--- config.mk ---
export PLATFORM = sky130hd
export DESIGN_NAME = edge_irq_unit
export DESIGN_NICKNAME = d
export VERILOG_FILES = /design/src/rtl/edge_irq_pkg.sv /design/src/rtl/edge_irq_sync.sv /design/src/rtl/edge_irq_regs.sv /design/src/rtl/edge_irq_core.sv /design/src/rtl/edge_irq_unit.sv
export SDC_FILE = /design/constraint.sdc
export NUM_CORES = 1
export LEC_CHECK = 0
export BUFFER_PORTS_ARGS = -buffer_cell sky130_fd_sc_hd__buf_2
export CORE_MARGIN = 2
export CORE_UTILIZATION = 55
export DETAILED_ROUTE_END_ITERATION = 10
export PLACE_DENSITY = 0.84
export SYNTH_ARGS = -nofsm -noshare
export SYNTH_HDL_FRONTEND = slang
export SYNTH_SLANG_ARGS = --single-unit
--- constraint.sdc ---
create_clock -name clk -period 2.09 [get_ports clk]
set_input_delay 0.1045 -clock clk [delete_from_list [all_inputs] [get_ports clk]]
set_output_delay 0.1045 -clock clk [all_outputs]
set_load 0.05 [all_outputs]
--- src/rtl/edge_irq_pkg.sv ---
package edge_irq_pkg;
  localparam int LINE_W = 32;
  localparam int ADDR_W = 8;

  localparam logic [ADDR_W-1:0] OFS_RISE_EN   = 8'h00;
  localparam logic [ADDR_W-1:0] OFS_FALL_EN   = 8'h04;
  localparam logic [ADDR_W-1:0] OFS_SW_TRIG   = 8'h08;
  localparam logic [ADDR_W-1:0] OFS_RISE_PEND = 8'h0C;
  localparam logic [ADDR_W-1:0] OFS_FALL_PEND = 8'h10;
  localparam logic [ADDR_W-1:0] OFS_IRQ_EN    = 8'h80;
  localparam logic [ADDR_W-1:0] OFS_EVT_EN    = 8'h84;

  // strobes from the decoder to the datapath
  typedef struct packed {
    logic              wrRiseEn;
    logic              wrFallEn;
    logic              wrSwTrig;
    logic              clrRise;
    logic              clrFall;
    logic              wrIrqEn;
    logic              wrEvtEn;
    logic [LINE_W-1:0] data;
  } strobe_t;

  // register contents handed back for read-out
  typedef struct packed {
    logic [LINE_W-1:0] riseEn;
    logic [LINE_W-1:0] fallEn;
    logic [LINE_W-1:0] swTrig;
    logic [LINE_W-1:0] risePend;
    logic [LINE_W-1:0] fallPend;
    logic [LINE_W-1:0] irqEn;
    logic [LINE_W-1:0] evtEn;
  } regView_t;
endpackage

--- src/rtl/edge_irq_sync.sv ---
module edge_irq_sync #(
  parameter int WIDTH  = 32,
  parameter int STAGES = 2
) (
  input  logic             clk,
  input  logic             rstN,
  input  logic [WIDTH-1:0] asyncIn,
  output logic [WIDTH-1:0] syncOut
);
  logic [WIDTH-1:0] stage [STAGES];

  generate
    for (genvar s = 0; s < STAGES; s++) begin : gStage
      if (s == 0) begin : gFirst
        always_ff @(posedge clk) begin
          if (!rstN) stage[s] <= '0;
          else       stage[s] <= asyncIn;
        end
      end else begin : gNext
        always_ff @(posedge clk) begin
          if (!rstN) stage[s] <= '0;
          else       stage[s] <= stage[s-1];
        end
      end
    end
  endgenerate

  assign syncOut = stage[STAGES-1];
endmodule

--- src/rtl/edge_irq_regs.sv ---
module edge_irq_regs import edge_irq_pkg::*; (
  input  logic              regWrEn,
  input  logic [ADDR_W-1:0] regAddr,
  input  logic [LINE_W-1:0] regWdata,
  input  regView_t          view,
  output strobe_t           strobe,
  output logic [LINE_W-1:0] regRdata
);
  always_comb begin
    strobe      = '0;
    strobe.data = regWdata;
    if (regWrEn) begin
      unique case (regAddr)
        OFS_RISE_EN:   strobe.wrRiseEn = 1'b1;
        OFS_FALL_EN:   strobe.wrFallEn = 1'b1;
        OFS_SW_TRIG:   strobe.wrSwTrig = 1'b1;
        OFS_RISE_PEND: strobe.clrRise  = 1'b1;
        OFS_FALL_PEND: strobe.clrFall  = 1'b1;
        OFS_IRQ_EN:    strobe.wrIrqEn  = 1'b1;
        OFS_EVT_EN:    strobe.wrEvtEn  = 1'b1;
        default: ;
      endcase
    end
  end

  always_comb begin
    unique case (regAddr)
      OFS_RISE_EN:   regRdata = view.riseEn;
      OFS_FALL_EN:   regRdata = view.fallEn;
      OFS_SW_TRIG:   regRdata = view.swTrig;
      OFS_RISE_PEND: regRdata = view.risePend;
      OFS_FALL_PEND: regRdata = view.fallPend;
      OFS_IRQ_EN:    regRdata = view.irqEn;
      OFS_EVT_EN:    regRdata = view.evtEn;
      default:       regRdata = '0;
    endcase
  end
endmodule

--- src/rtl/edge_irq_core.sv ---
module edge_irq_core import edge_irq_pkg::*; #(
  parameter logic [LINE_W-1:0] IMPL_LINES  = 32'hC03F_FFFF,
  parameter int                SYNC_STAGES = 2
) (
  input  logic              clk,
  input  logic              rstN,
  input  logic [LINE_W-1:0] extIn,
  input  strobe_t           strobe,
  output regView_t          view,
  output logic              irqOut,
  output logic [LINE_W-1:0] evtOut
);
  logic [LINE_W-1:0] syncNow, prevQ;
  logic [LINE_W-1:0] riseEnQ, fallEnQ, swTrigQ, risePendQ, fallPendQ, irqEnQ, evtEnQ;
  logic [LINE_W-1:0] riseDet, fallDet, swSet, clrRiseMask, clrFallMask, riseSet;

  edge_irq_sync #(.WIDTH(LINE_W), .STAGES(SYNC_STAGES)) uSync (
    .clk(clk), .rstN(rstN), .asyncIn(extIn), .syncOut(syncNow)
  );

  assign riseDet     = syncNow & ~prevQ & riseEnQ;
  assign fallDet     = ~syncNow & prevQ & fallEnQ;
  assign swSet       = strobe.wrSwTrig ? (strobe.data & IMPL_LINES) : '0;
  assign clrRiseMask = strobe.clrRise ? strobe.data : '0;
  assign clrFallMask = strobe.clrFall ? strobe.data : '0;
  assign riseSet     = riseDet | swSet;

  always_ff @(posedge clk) begin
    if (!rstN) begin
      prevQ     <= '0;
      riseEnQ   <= '0;
      fallEnQ   <= '0;
      swTrigQ   <= '0;
      risePendQ <= '0;
      fallPendQ <= '0;
      irqEnQ    <= '0;
      evtEnQ    <= '0;
      evtOut    <= '0;
    end else begin
      prevQ <= syncNow;
      if (strobe.wrRiseEn) riseEnQ <= strobe.data & IMPL_LINES;
      if (strobe.wrFallEn) fallEnQ <= strobe.data & IMPL_LINES;
      if (strobe.wrIrqEn)  irqEnQ  <= strobe.data & IMPL_LINES;
      if (strobe.wrEvtEn)  evtEnQ  <= strobe.data & IMPL_LINES;
      // a fresh set beats a clear on the same edge
      risePendQ <= (risePendQ & ~clrRiseMask) | riseSet;
      fallPendQ <= (fallPendQ & ~clrFallMask) | fallDet;
      swTrigQ   <= (swTrigQ & ~clrRiseMask) | swSet;
      evtOut    <= (riseDet | fallDet) & evtEnQ;
    end
  end

  assign irqOut = |((risePendQ | fallPendQ) & irqEnQ);

  assign view.riseEn   = riseEnQ;
  assign view.fallEn   = fallEnQ;
  assign view.swTrig   = swTrigQ;
  assign view.risePend = risePendQ;
  assign view.fallPend = fallPendQ;
  assign view.irqEn    = irqEnQ;
  assign view.evtEn    = evtEnQ;

  AST_W1C_CLEARS: assert property (@(posedge clk) disable iff (!rstN)
    strobe.clrRise |=> ((risePendQ & $past(strobe.data & ~riseSet)) == '0));
  AST_EDGE_WINS: assert property (@(posedge clk) disable iff (!rstN)
    (riseSet != '0) |=> ((risePendQ & $past(riseSet)) == $past(riseSet)));
  AST_SW_NEXT: assert property (@(posedge clk) disable iff (!rstN)
    (swSet != '0) |=> ((swTrigQ & risePendQ & $past(swSet)) == $past(swSet)));
  AST_ABSENT_QUIET: assert property (@(posedge clk) disable iff (!rstN)
    ((risePendQ | fallPendQ | evtOut) & ~IMPL_LINES) == '0);
  AST_IRQ_HOLD: assert property (@(posedge clk) disable iff (!rstN)
    (irqOut && !strobe.clrRise && !strobe.clrFall && !strobe.wrIrqEn) |=> irqOut);
  AST_EVT_GATED: assert property (@(posedge clk) disable iff (!rstN)
    (evtEnQ == '0 && !strobe.wrEvtEn) |=> (evtOut == '0));
  AST_ONE_STROBE: assert property (@(posedge clk) disable iff (!rstN)
    $onehot0({strobe.wrRiseEn, strobe.wrFallEn, strobe.wrSwTrig, strobe.clrRise,
              strobe.clrFall, strobe.wrIrqEn, strobe.wrEvtEn}));
endmodule

--- src/rtl/edge_irq_unit.sv ---
module edge_irq_unit import edge_irq_pkg::*; #(
  parameter logic [LINE_W-1:0] IMPL_LINES  = 32'hC03F_FFFF,
  parameter int                SYNC_STAGES = 2
) (
  input  logic              clk,
  input  logic              rstN,
  input  logic [LINE_W-1:0] extIn,
  input  logic              regWrEn,
  input  logic [ADDR_W-1:0] regAddr,
  input  logic [LINE_W-1:0] regWdata,
  output logic [LINE_W-1:0] regRdata,
  output logic              irqOut,
  output logic [LINE_W-1:0] evtOut
);
  strobe_t  strobe;
  regView_t view;

  edge_irq_regs uRegs (
    .regWrEn(regWrEn), .regAddr(regAddr), .regWdata(regWdata),
    .view(view), .strobe(strobe), .regRdata(regRdata)
  );

  edge_irq_core #(.IMPL_LINES(IMPL_LINES), .SYNC_STAGES(SYNC_STAGES)) uCore (
    .clk(clk), .rstN(rstN), .extIn(extIn), .strobe(strobe),
    .view(view), .irqOut(irqOut), .evtOut(evtOut)
  );
endmodule

==> impl_metrics.json, run 1 <==
{
  "seqPwrFrac_pct": 49.0,
  "min-delay-start": "regAddr[3]",
  "fin_crit_ns": 2.088,
  "endpoint_kind": "output port",
  "routed_wl_um": 34080,
  "critical_path.cell_chain": "o21ai_4, nand4_1, nor4_1, nand2_1, buf_6",
  "critical-path-max-stage-delay_ns": 0.36,
  "period_share_pct": 99.91,
  "hold_ws_ns": 0.07266,
  "layout.nets": 1579,
  "drv_slew": 0,
  "maxCapViolCount": 0,
  "irDropWorstVdd_mv": 0.4488,
  "holdPathEnd": "uCore.fallPendQ[31]$_SDFF_PN0_",
  "path_class": "reg2out",
  "pwr-share-comb_pct": 5.2,
  "via_per_inst": 5.892,
  "final_cells": 1806,
  "r2r-start": "uCore.uSync.stage[1][13]$_SDFF_PN0_",
  "power.density_nw_per_um2": 770.8,
  "fp.coreArea_um2": 21820,
  "netlist_area_um2": 12200,
  "antenna_found_initial": 1,
  "synth-warning-count": 0,
  "ys_seq_area_share_pct": 47.26,
  "synth_edf_count": 0,
  "hold_viol": 0,
  "post-cts-setup-buffers": 0,
  "placedCellCount": 1694,
  "max_freq_mhz": 478.9,
  "dieWidth_um": 152.9,
  "ys_top_cells_by_area": "dfxtp_1, nand2_1, and2_1",
  "synth_cells": 1345,
  "cts_sinks": 288,
  "root_buffer": "clkbuf_16",
  "critPathBufInv": 1,
  "internal-power_mw": 8.863,
  "cts_tree": "done",
  "grt-ovfl-total": 0,
  "wl_per_cell_um": 18.87,
  "slew_headroom_pct": 51.79,
  "worstSkewPairLatency_ns": 0.55,
  "cts_inserted_buffers": 29,
  "die_y_um": 152.9,
  "synth.top_cell.area_share_pct": 47.26,
  "num_io_pins": 140,
  "fin_total_pwr_mw": 11.38,
  "slowest_stage": "dfxtp_4",
  "grt_usage_pct": 28.42,
  "r2r_end": "uCore.fallPendQ[13]$_SDFF_PN0_",
  "rsz0062_at_grt": "true",
  "dp_hpwl_um": 20730,
  "tightest_slew_ns": 0.7231,
  "cp_top_family": "simple AND/OR/NAND/NOR gates",
  "p_clk_share_pct": 45.8,
  "drtAntennaViolNets": 0,
  "hold_depth": 5,
  "r2r_slack_ns": 0.61,
  "grt_pass1_vias": 10380,
  "synth_cell_types": 42,
  "postSynthAreaPerCell_um2": 9.070,
  "cts.reportedPaths.clkPinSlew_ns": 0.06,
  "synthArstFlopShare_pct": 0,
  "cp.required_ns": 1.99,
  "ys_seq_elements": 288,
  "p_leak_nw": 5.662,
  "grt_max_degree": 80,
  "synth_most_common_cell": "dfxtp_1",
  "switchingPower_mw": 2.518,
  "fp-row-count": 54,
  "start_util_pct": 55.90,
  "synth_top_flop_cell": "dfxtp_1",
  "setup-violations-final": 0,
  "first_pass_iters": 5,
  "fin_skew_ns": 0.01492,
  "grt_pass1_wl_um": 54300,
  "port_buffers": 123,
  "clock_path_buffers": 3,
  "drc": 0,
  "dr_total_vias": 10640,
  "yosys-top-cells-count": "dfxtp_1, nand2_1, and2_1",
  "min_path_type": "in2reg",
  "crit_arrival_ns": 1.98,
  "drive_gt1_share_pct": 18.43,
  "p_sw_share_pct": 22.13,
  "worstPathMaxFanout": 3,
  "die_area_um2": 23390,
  "status": "complete, no violations",
  "rr_worst_depth": 5,
  "gp_congestion": 0.8732,
  "area_delta_synth_final_pct": 21.03,
  "start_kind": "flop",
  "htree_levels": 1,
  "finish.utilization_pct": 67.65,
  "drtIter0Drc": 1009,
  "synth_top_area_cell": "dfxtp_1"
}
## cell type report
class,count,area (µm²)
inverters,1,3.754
multi-input cells,951,5952
clock buffers,40,847.1
repair buffers,233,1722
fillers,1705,7059
diodes,1,2.502
clock inverters,12,117.6
well taps,280,350.3
flip-flops and latches,288,5769
## state kept, by name, summed over array words and instances, names as in the netlist
signal             flops
uCore.uSync.stage     48
uCore.fallPendQ       32
uCore.risePendQ       32
uCore.swTrigQ         32
uCore.evtEnQ          24
uCore.evtOut          24
uCore.fallEnQ         24
uCore.irqEnQ          24
uCore.prevQ           24
uCore.riseEnQ         24
## worst reg2reg max path: stages (launching register included)
cell,delay [ns]
dfxtp_1,0.34
nand3b_1,0.23
nand2b_1,0.11
nand2_1,0.05
a31oi_1,0.15
dlygate4sd3_1,0.57
## worst max-delay path by stage
stage                                  startpoint                       endpoint  slack, ns  cells after the start
detailed placement                     regAddr[3]  uCore.evtEnQ[31]$_SDFFE_PN0P_       0.18                      7
CTS                 uCore.risePendQ[4]$_SDFF_PN0_                         irqOut       0.02                      6
floorplan                              regAddr[4]                   regRdata[23]      -0.11                      5
global placement                       regAddr[5]                    regRdata[7]       0.19                      6
finish              uCore.risePendQ[4]$_SDFF_PN0_                         irqOut      0.002                      5
global route        uCore.risePendQ[4]$_SDFF_PN0_                         irqOut      -0.02                      5
## power groups by stage
stage	sequential, mW	clock [mW]	combinational (mW)
detailed placement	5.70	0	0.498
global route	5.58	5.48	0.628
global placement	5.69	0	0.493
finish	5.57	5.21	0.594
CTS	5.57	5.26	0.583
floorplan	5.69	0	0.320
## through the flow
stage | instance area, µm² | setup WS, ns | TNS [ns]
finish | 14760 | 0.001979 | 0
global route | 14760 | -0.02161 | -0.02161
CTS | 14750 | 0.01636 | 0
detailed placement | 13180 | 0.1801 | 0
global placement | 13180 | 0.1941 | 0
floorplan | 12230 | -0.1146 | -0.9169
## layout by cell type (no fill, tap or decap), types with 25 or more instances in the layout
cell type	synthesis	routed
nand4_1	25	25
clkbuf_16	0	29
a21boi_0	61	61
o21ai_1	0	25
a21oi_1	32	32
dlygate4sd3_1	0	60
o21ai_0	64	38
buf_2	22	119
dfxtp_1	288	287
and2_1	90	90
nand2_1	260	260
mux2i_1	34	34
buf_4	15	43
a21boi_1	59	59
a22oi_1	46	46
o21a_1	48	48
nand3b_1	49	49
## cell families (layout without fill, tap and decap cells)
group / after synthesis / after routing / synth area share, %
other cells: 1 / 9 / 0.03074
simple gates: 513 / 513 / 21.77
compound gates: 373 / 373 / 21.54
flops: 288 / 288 / 47.26
mux: 57 / 57 / 4.913
buf+inv: 113 / 286 / 4.482
## routing by layer
metal | GRT usage (%) | wire length (µm) | part of all wire (%) | vias to the layer above
li1 | - | - | - | 4981
met1 | 37.54 | 14380 | 42 | 5116
met2 | 46.98 | 15860 | 47 | 460
met3 | 4.820 | 2772 | 8.1 | 84
met4 | 10.54 | 1061 | 3.1 | 0
met5 | 0 | 0 | 0 | -
## timing repair
action | 4_1_cts | 5_1_grt
gates cloned | 0 | 0
hold buffers | 60 | 0
pin swaps | 1 | 4
resized for setup | 5 | 6
endpoints found under the setup margin | 1 | 2
hold endpoints to repair | 165 | 0
Note: power is estimated with default switching activity, not from simulation.
==> run 2, diff against run 1 <==
--- a/config.mk
+++ b/config.mk
@@ -9,7 +9,9 @@
 export CORE_MARGIN = 2
 export CORE_UTILIZATION = 55
 export DETAILED_ROUTE_END_ITERATION = 10
-export PLACE_DENSITY = 0.84
+export PLACE_DENSITY = 0.83
+export REMOVE_ABC_BUFFERS = 1
 export SYNTH_ARGS = -nofsm -noshare
 export SYNTH_HDL_FRONTEND = slang
+export SYNTH_HIERARCHICAL = 1
 export SYNTH_SLANG_ARGS = --single-unit
==> impl_metrics.json, run 2 <==
{
  "cts_inserted_buffers": 29,
  "cp.required_ns": 1.99,
  "critical_path.cell_chain": "o21ai_0, nand4_1, nor4_2, nand2_1, buf_4",
  "dpl-instance-area_um2": 13320,
  "cts_sinks": 288,
  "htree_levels": 1,
  "via_per_inst": 5.573,
  "grt_pass1_vias": 9635,
  "layout.nets": 1547,
  "cts.reportedPaths.clkPinSlew_ns": 0.06,
  "setup_ws_ns": -0.04401,
  "rr_worst_depth": 3,
  "antenna_found_initial": 0,
  "grt_usage_pct": 25.11,
  "dp_hpwl_um": 20440,
  "crit_path_start": "uCore/fallPendQ[16]$_SDFF_PN0_",
  "slowest_stage": "dfxtp_1",
  "num_io_pins": 140,
  "grt-ovfl-total": 0,
  "critPathBufInv": 1,
  "fp-row-count": 55,
  "final_common_cell": "dfxtp_1",
  "violations": "setup timing",
  "gp_congestion": 0.8749,
  "n_fill_cell": 1691,
  "status": "finished with violations",
  "tightest_slew_ns": 0.5940,
  "netlist_area_um2": 12720,
  "drc": 0,
  "drive_gt1_share_pct": 20.63,
  "postSynthAreaPerCell_um2": 9.547,
  "final_cell_mix": "dfxtp_1, nand2_1, mux2i_1",
  "crit_path_end": "irqOut",
  "fp.coreArea_um2": 22640,
  "port_buffers": 123,
  "placedCellCount": 1668,
  "root_buffer": "clkbuf_16",
  "worstSkewPairLatency_ns": 0.55,
  "crit_cells": 5,
  "max_freq_mhz": 468.6,
  "drv_slew": 0,
  "r2r_slack_ns": 1.16,
  "regMostFlops": "uCore/uSync/stage",
  "synth-warning-count": 6,
  "die_y_um": 156.1,
  "synth_cells": 1332,
  "routed_wl_um": 31870,
  "clock_path_buffers": 3,
  "drtAntennaViolNets": 0,
  "r2r_end": "uCore/evtOut[30]$_SDFF_PN0_",
  "rsz0062_at_grt": "true",
  "start_util_pct": 56.17,
  "dieWidth_um": 156.1,
  "finish.instance_area_um2": 15160,
  "cts_tree": "done",
  "fin_crit_ns": 2.134,
  "fin_skew_ns": 0.01731,
  "slew_headroom_pct": 60.22,
  "grt_max_degree": 71,
  "diodes": 0,
  "start_kind": "flop",
  "wl_per_cell_um": 17.92,
  "drtIter0Drc": 869,
  "tns_ns": -0.1709,
  "die_area_um2": 24350,
  "finish.utilization_pct": 66.94,
  "crit_arrival_ns": 2.03,
  "cp_top_family": "simple AND/OR/NAND/NOR gates",
  "hold_viol": 0,
  "power.density_nw_per_um2": 745.5,
  "grt_pass1_wl_um": 49280,
  "critical-path-max-stage-delay_ns": 0.34,
  "endpoint_kind": "output port",
  "largest_register_ffs": 48,
  "period_share_pct": 102.1,
  "r2r-start": "uCore/fallEnQ[30]$_SDFFE_PN0P_",
  "worstPathMaxFanout": 3,
  "maxCapViolCount": 0,
  "hold_depth": 3,
  "p_leak_nw": 5.889,
  "setup-violations-final": 9,
  "fin_total_pwr_mw": 11.30,
  "path_class": "reg2out",
  "first_pass_iters": 5,
  "dr_total_vias": 9908,
  "final_cells": 1778,
  "area_delta_synth_final_pct": 19.18,
  "irDropWorstVdd_mv": 0.7392,
  "min_path_type": "in2reg"
}
run 2: area by class of cell:
class	count	area [µm²]	share of cell area, %
sequential	288	5766	38.04
inverter	3	11.26	0.07430
multi-input combinational	923	6152	40.59
clock buffer	43	838.3	5.531
tap	285	356.6	2.353
timing repair buffer	227	1928	12.72
clock inverter	9	103.9	0.6852
run 2: worst register-to-register path, stage by stage (launching register included):
cell and delay (ns):
dfxtp_1 0.35, nand2_1 0.07, o21ai_0 0.24, and3_1 0.20
run 2: layer usage:
layer	routed length (µm)	GRT usage, %
met4	595	6.859
met1	14180	33.74
met2	14750	42.41
met5	0	0
met3	2348	3.556
run 2: power by group:
part / switching, mW / internal, mW / total [mW]
Sequential: 0.0293 / 5.55 / 5.58
Combinational: 0.324 / 0.268 / 0.592
Clock: 2.12 / 3.01 / 5.13
Total: 2.48 / 8.82 / 11.3
run 2: per-stage QoR:
step	setup slack [ns]	hold WS, ns
final	-0.04401	0.05558
after global routing	-0.08774	0.07222
after CTS	-0.006062	0.03012
after detailed placement	-0.1549	0.2991
after floorplan	-1.430	0.1915
after global placement	-0.1431	0.3023
run 2: worst min-delay path by stage:
stage | end | slack [ns] | start
2_1_floorplan | uCore/fallPendQ[22]$_SDFF_PN0_ | 0.19 | regWdata[22]
3_3_place_gp | uCore/fallPendQ[25]$_SDFF_PN0_ | 0.30 | regWdata[25]
3_5_place_dp | uCore/fallPendQ[24]$_SDFF_PN0_ | 0.30 | regWdata[24]
4_1_cts | uCore/fallPendQ[26]$_SDFF_PN0_ | 0.03 | rstN
5_1_grt | uCore/evtOut[4]$_SDFF_PN0_ | 0.07 | rstN
6_report | uCore/fallPendQ[26]$_SDFF_PN0_ | 0.06 | rstN
run 2: what timing repair did:
action | 4_1_cts | 5_1_grt
gates cloned | 0 | 1
setup buffers | 1 | 0
hold buffers | 56 | 0
hold endpoints to repair | 191 | 0
gates resized for setup | 33 | 52
endpoints found under the setup margin | 33 | 23
pin swaps | 3 | 15
==> run 3, diff against run 2 <==
--- a/config.mk
+++ b/config.mk
@@ -9,9 +9,8 @@
 export CORE_MARGIN = 2
 export CORE_UTILIZATION = 55
 export DETAILED_ROUTE_END_ITERATION = 10
-export PLACE_DENSITY = 0.83
+export PLACE_DENSITY = 0.84
 export REMOVE_ABC_BUFFERS = 1
 export SYNTH_ARGS = -nofsm -noshare
 export SYNTH_HDL_FRONTEND = slang
-export SYNTH_HIERARCHICAL = 1
 export SYNTH_SLANG_ARGS = --single-unit
==> constraint.sdc (replaced) <==
create_clock -name clk -period 2.1 [get_ports clk]
set_input_delay 0.105 -clock clk [delete_from_list [all_inputs] [get_ports clk]]
set_output_delay 0.105 -clock clk [all_outputs]
set_load 0.05 [all_outputs]
==> impl_metrics.json, run 3 (synthesis gave the netlist of run 1 again) <==
{
  "post-cts-setup-buffers": 0,
  "seqPwrFrac_pct": 48.8,
  "routed_wl_um": 33630,
  "die_y_um": 152.9,
  "p_clk_share_pct": 45.9,
  "fin_crit_ns": 2.009,
  "status": "complete, no violations",
  "internal-power_mw": 8.825,
  "p_leak_nw": 5.714,
  "grt_max_degree": 80,
  "final_cells": 1809,
  "via_per_inst": 5.930,
  "clock_path_buffers": 3,
  "dieWidth_um": 152.9,
  "first_pass_iters": 6,
  "dpl-instance-area_um2": 13220,
  "start_kind": "flop",
  "p_sw_share_pct": 22.31,
  "finish.instance_area_um2": 14820,
  "hold_ws_ns": 0.09965,
  "path_class": "reg2out",
  "wl_per_cell_um": 18.59,
  "final_common_cell": "dfxtp_1",
  "irDropWorstVdd_mv": 0.5924,
  "grt_usage_pct": 27.60,
  "place_ws_ns": 0.1182,
  "crit_arrival_ns": 1.90,
  "tightest_slew_ns": 0.7042,
  "n_fill_cell": 1674,
  "final_cell_mix": "dfxtp_1, nand2_1, buf_2",
  "hold_viol": 0,
  "max_freq_mhz": 497.7,
  "gp_congestion": 0.8387,
  "diodes": 0,
  "grt_pass1_vias": 10330,
  "top_usage_layer": "met2",
  "cts_tree": "done",
  "drtAntennaViolNets": 0,
  "drv_slew": 0,
  "worstSkewPairLatency_ns": 0.55,
  "use_met1_pct": 36.13,
  "power.density_nw_per_um2": 766.2,
  "endpoint_kind": "output port",
  "port_buffers": 123,
  "cts_sinks": 288,
  "fin_skew_ns": 0.008961,
  "worstPathMaxFanout": 3,
  "fp.coreArea_um2": 21820,
  "dr_total_vias": 10730,
  "period_share_pct": 95.68,
  "cp.required_ns": 2.00,
  "die_area_um2": 23390,
  "cts_inserted_buffers": 29,
  "setup_ws_ns": 0.09077,
  "dp_hpwl_um": 20690,
  "met3_usage_pct": 3.913,
  "min_path_type": "in2reg",
  "cts.reportedPaths.clkPinSlew_ns": 0.06,
  "drtIter0Drc": 1036,
  "placedCellCount": 1693,
  "regMostFlops": "uCore.uSync.stage",
  "grt-ovfl-total": 0,
  "layout.nets": 1581,
  "grt_util_met2_pct": 46.32,
  "slew_headroom_pct": 53.05,
  "grt_pass1_wl_um": 53200,
  "pwr-share-comb_pct": 5.2,
  "drc": 0,
  "fp-row-count": 54,
  "area_delta_synth_final_pct": 21.52,
  "switchingPower_mw": 2.534,
  "maxCapViolCount": 0,
  "antenna_found_initial": 0,
  "setup-violations-final": 0,
  "htree_levels": 1,
  "start_util_pct": 55.90,
  "drive_gt1_share_pct": 18.51,
  "root_buffer": "clkbuf_16",
  "largest_register_ffs": 48,
  "num_io_pins": 140
}
## run 3: cell count changes in the layout (fill, tap and decap cells not counted), sizes merged, moves of 31 or more
cell / delta
o22ai: -31
nor2b: -99
a211o: -31
mux2i: -127
conb: -32
a21boi: +117
o21a: +48
nand2: +80
## run 3: timing repair
item	4_1_cts	5_1_grt
pin swaps	0	3
hold buffers	62	0
resized for setup	2	10
endpoints found under the setup margin	1	1
hold endpoints to repair	181	0
## run 3: routing by layer
layer	up-vias	wire length (µm)	part of all wire (%)
met4	0	993	3.0
met1	5157	14220	42
met5	-	0	0
met3	83	2538	7.5
li1	5001	-	-
met2	487	15880	47
## run 3: power groups by stage
| stage | combinational, mW | sequential, mW | clock, mW |
|---|---|---|---|
| after detailed placement | 0.494 | 5.67 | 0 |
| after global routing | 0.626 | 5.55 | 5.49 |
| final | 0.594 | 5.55 | 5.22 |
| after floorplan | 0.173 | 5.66 | 0 |
| after global placement | 0.489 | 5.66 | 0 |
| after CTS | 0.581 | 5.55 | 5.31 |
## run 3: final cells by class
cell class	count	area (µm²)	share of cell area, %
flip-flops and latches	288	5766	38.89
multi-input cells	951	5947	40.12
clock buffers	35	788.3	5.317
well taps	280	350.3	2.363
clock inverters	19	183.9	1.241
inverters	1	3.754	0.02532
repair buffers	235	1785	12.04
## run 3: worst paths after layout
kind | startpoint | to | slack (ns) | cells past startpoint
worst min register to register | uCore.uSync.stage[0][20]$_SDFF_PN0_ | uCore.uSync.stage[1][20]$_SDFF_PN0_ | 0.43 | 1
worst max-delay path | uCore.fallPendQ[9]$_SDFF_PN0_ | irqOut | 0.09 | 5
worst max register to register | uCore.uSync.stage[1][15]$_SDFF_PN0_ | uCore.fallPendQ[15]$_SDFF_PN0_ | 0.62 | 5
worst min-delay path | regWrEn | uCore.risePendQ[24]$_SDFF_PN0_ | 0.1 | 3
## run 3: critical path, cell delays in order, from the launching register on
cell and delay (ns):
dfxtp_1 0.33, o21ai_0 0.24, nand4_1 0.20, nor2_1 0.23, nand2_1 0.14, buf_4 0.21
## run 3: metrics by stage
stage / utilization [%] / TNS, ns / total power [mW]
6_report: 67.93 / 0 / 11.36
5_1_grt: 67.93 / -0.004326 / 11.66
4_1_cts: 67.89 / 0 / 11.44
3_5_place_dp: 60.59 / 0 / 6.162
3_3_place_gp: 60.59 / 0 / 6.154
2_1_floorplan: - / -78.28 / 5.831
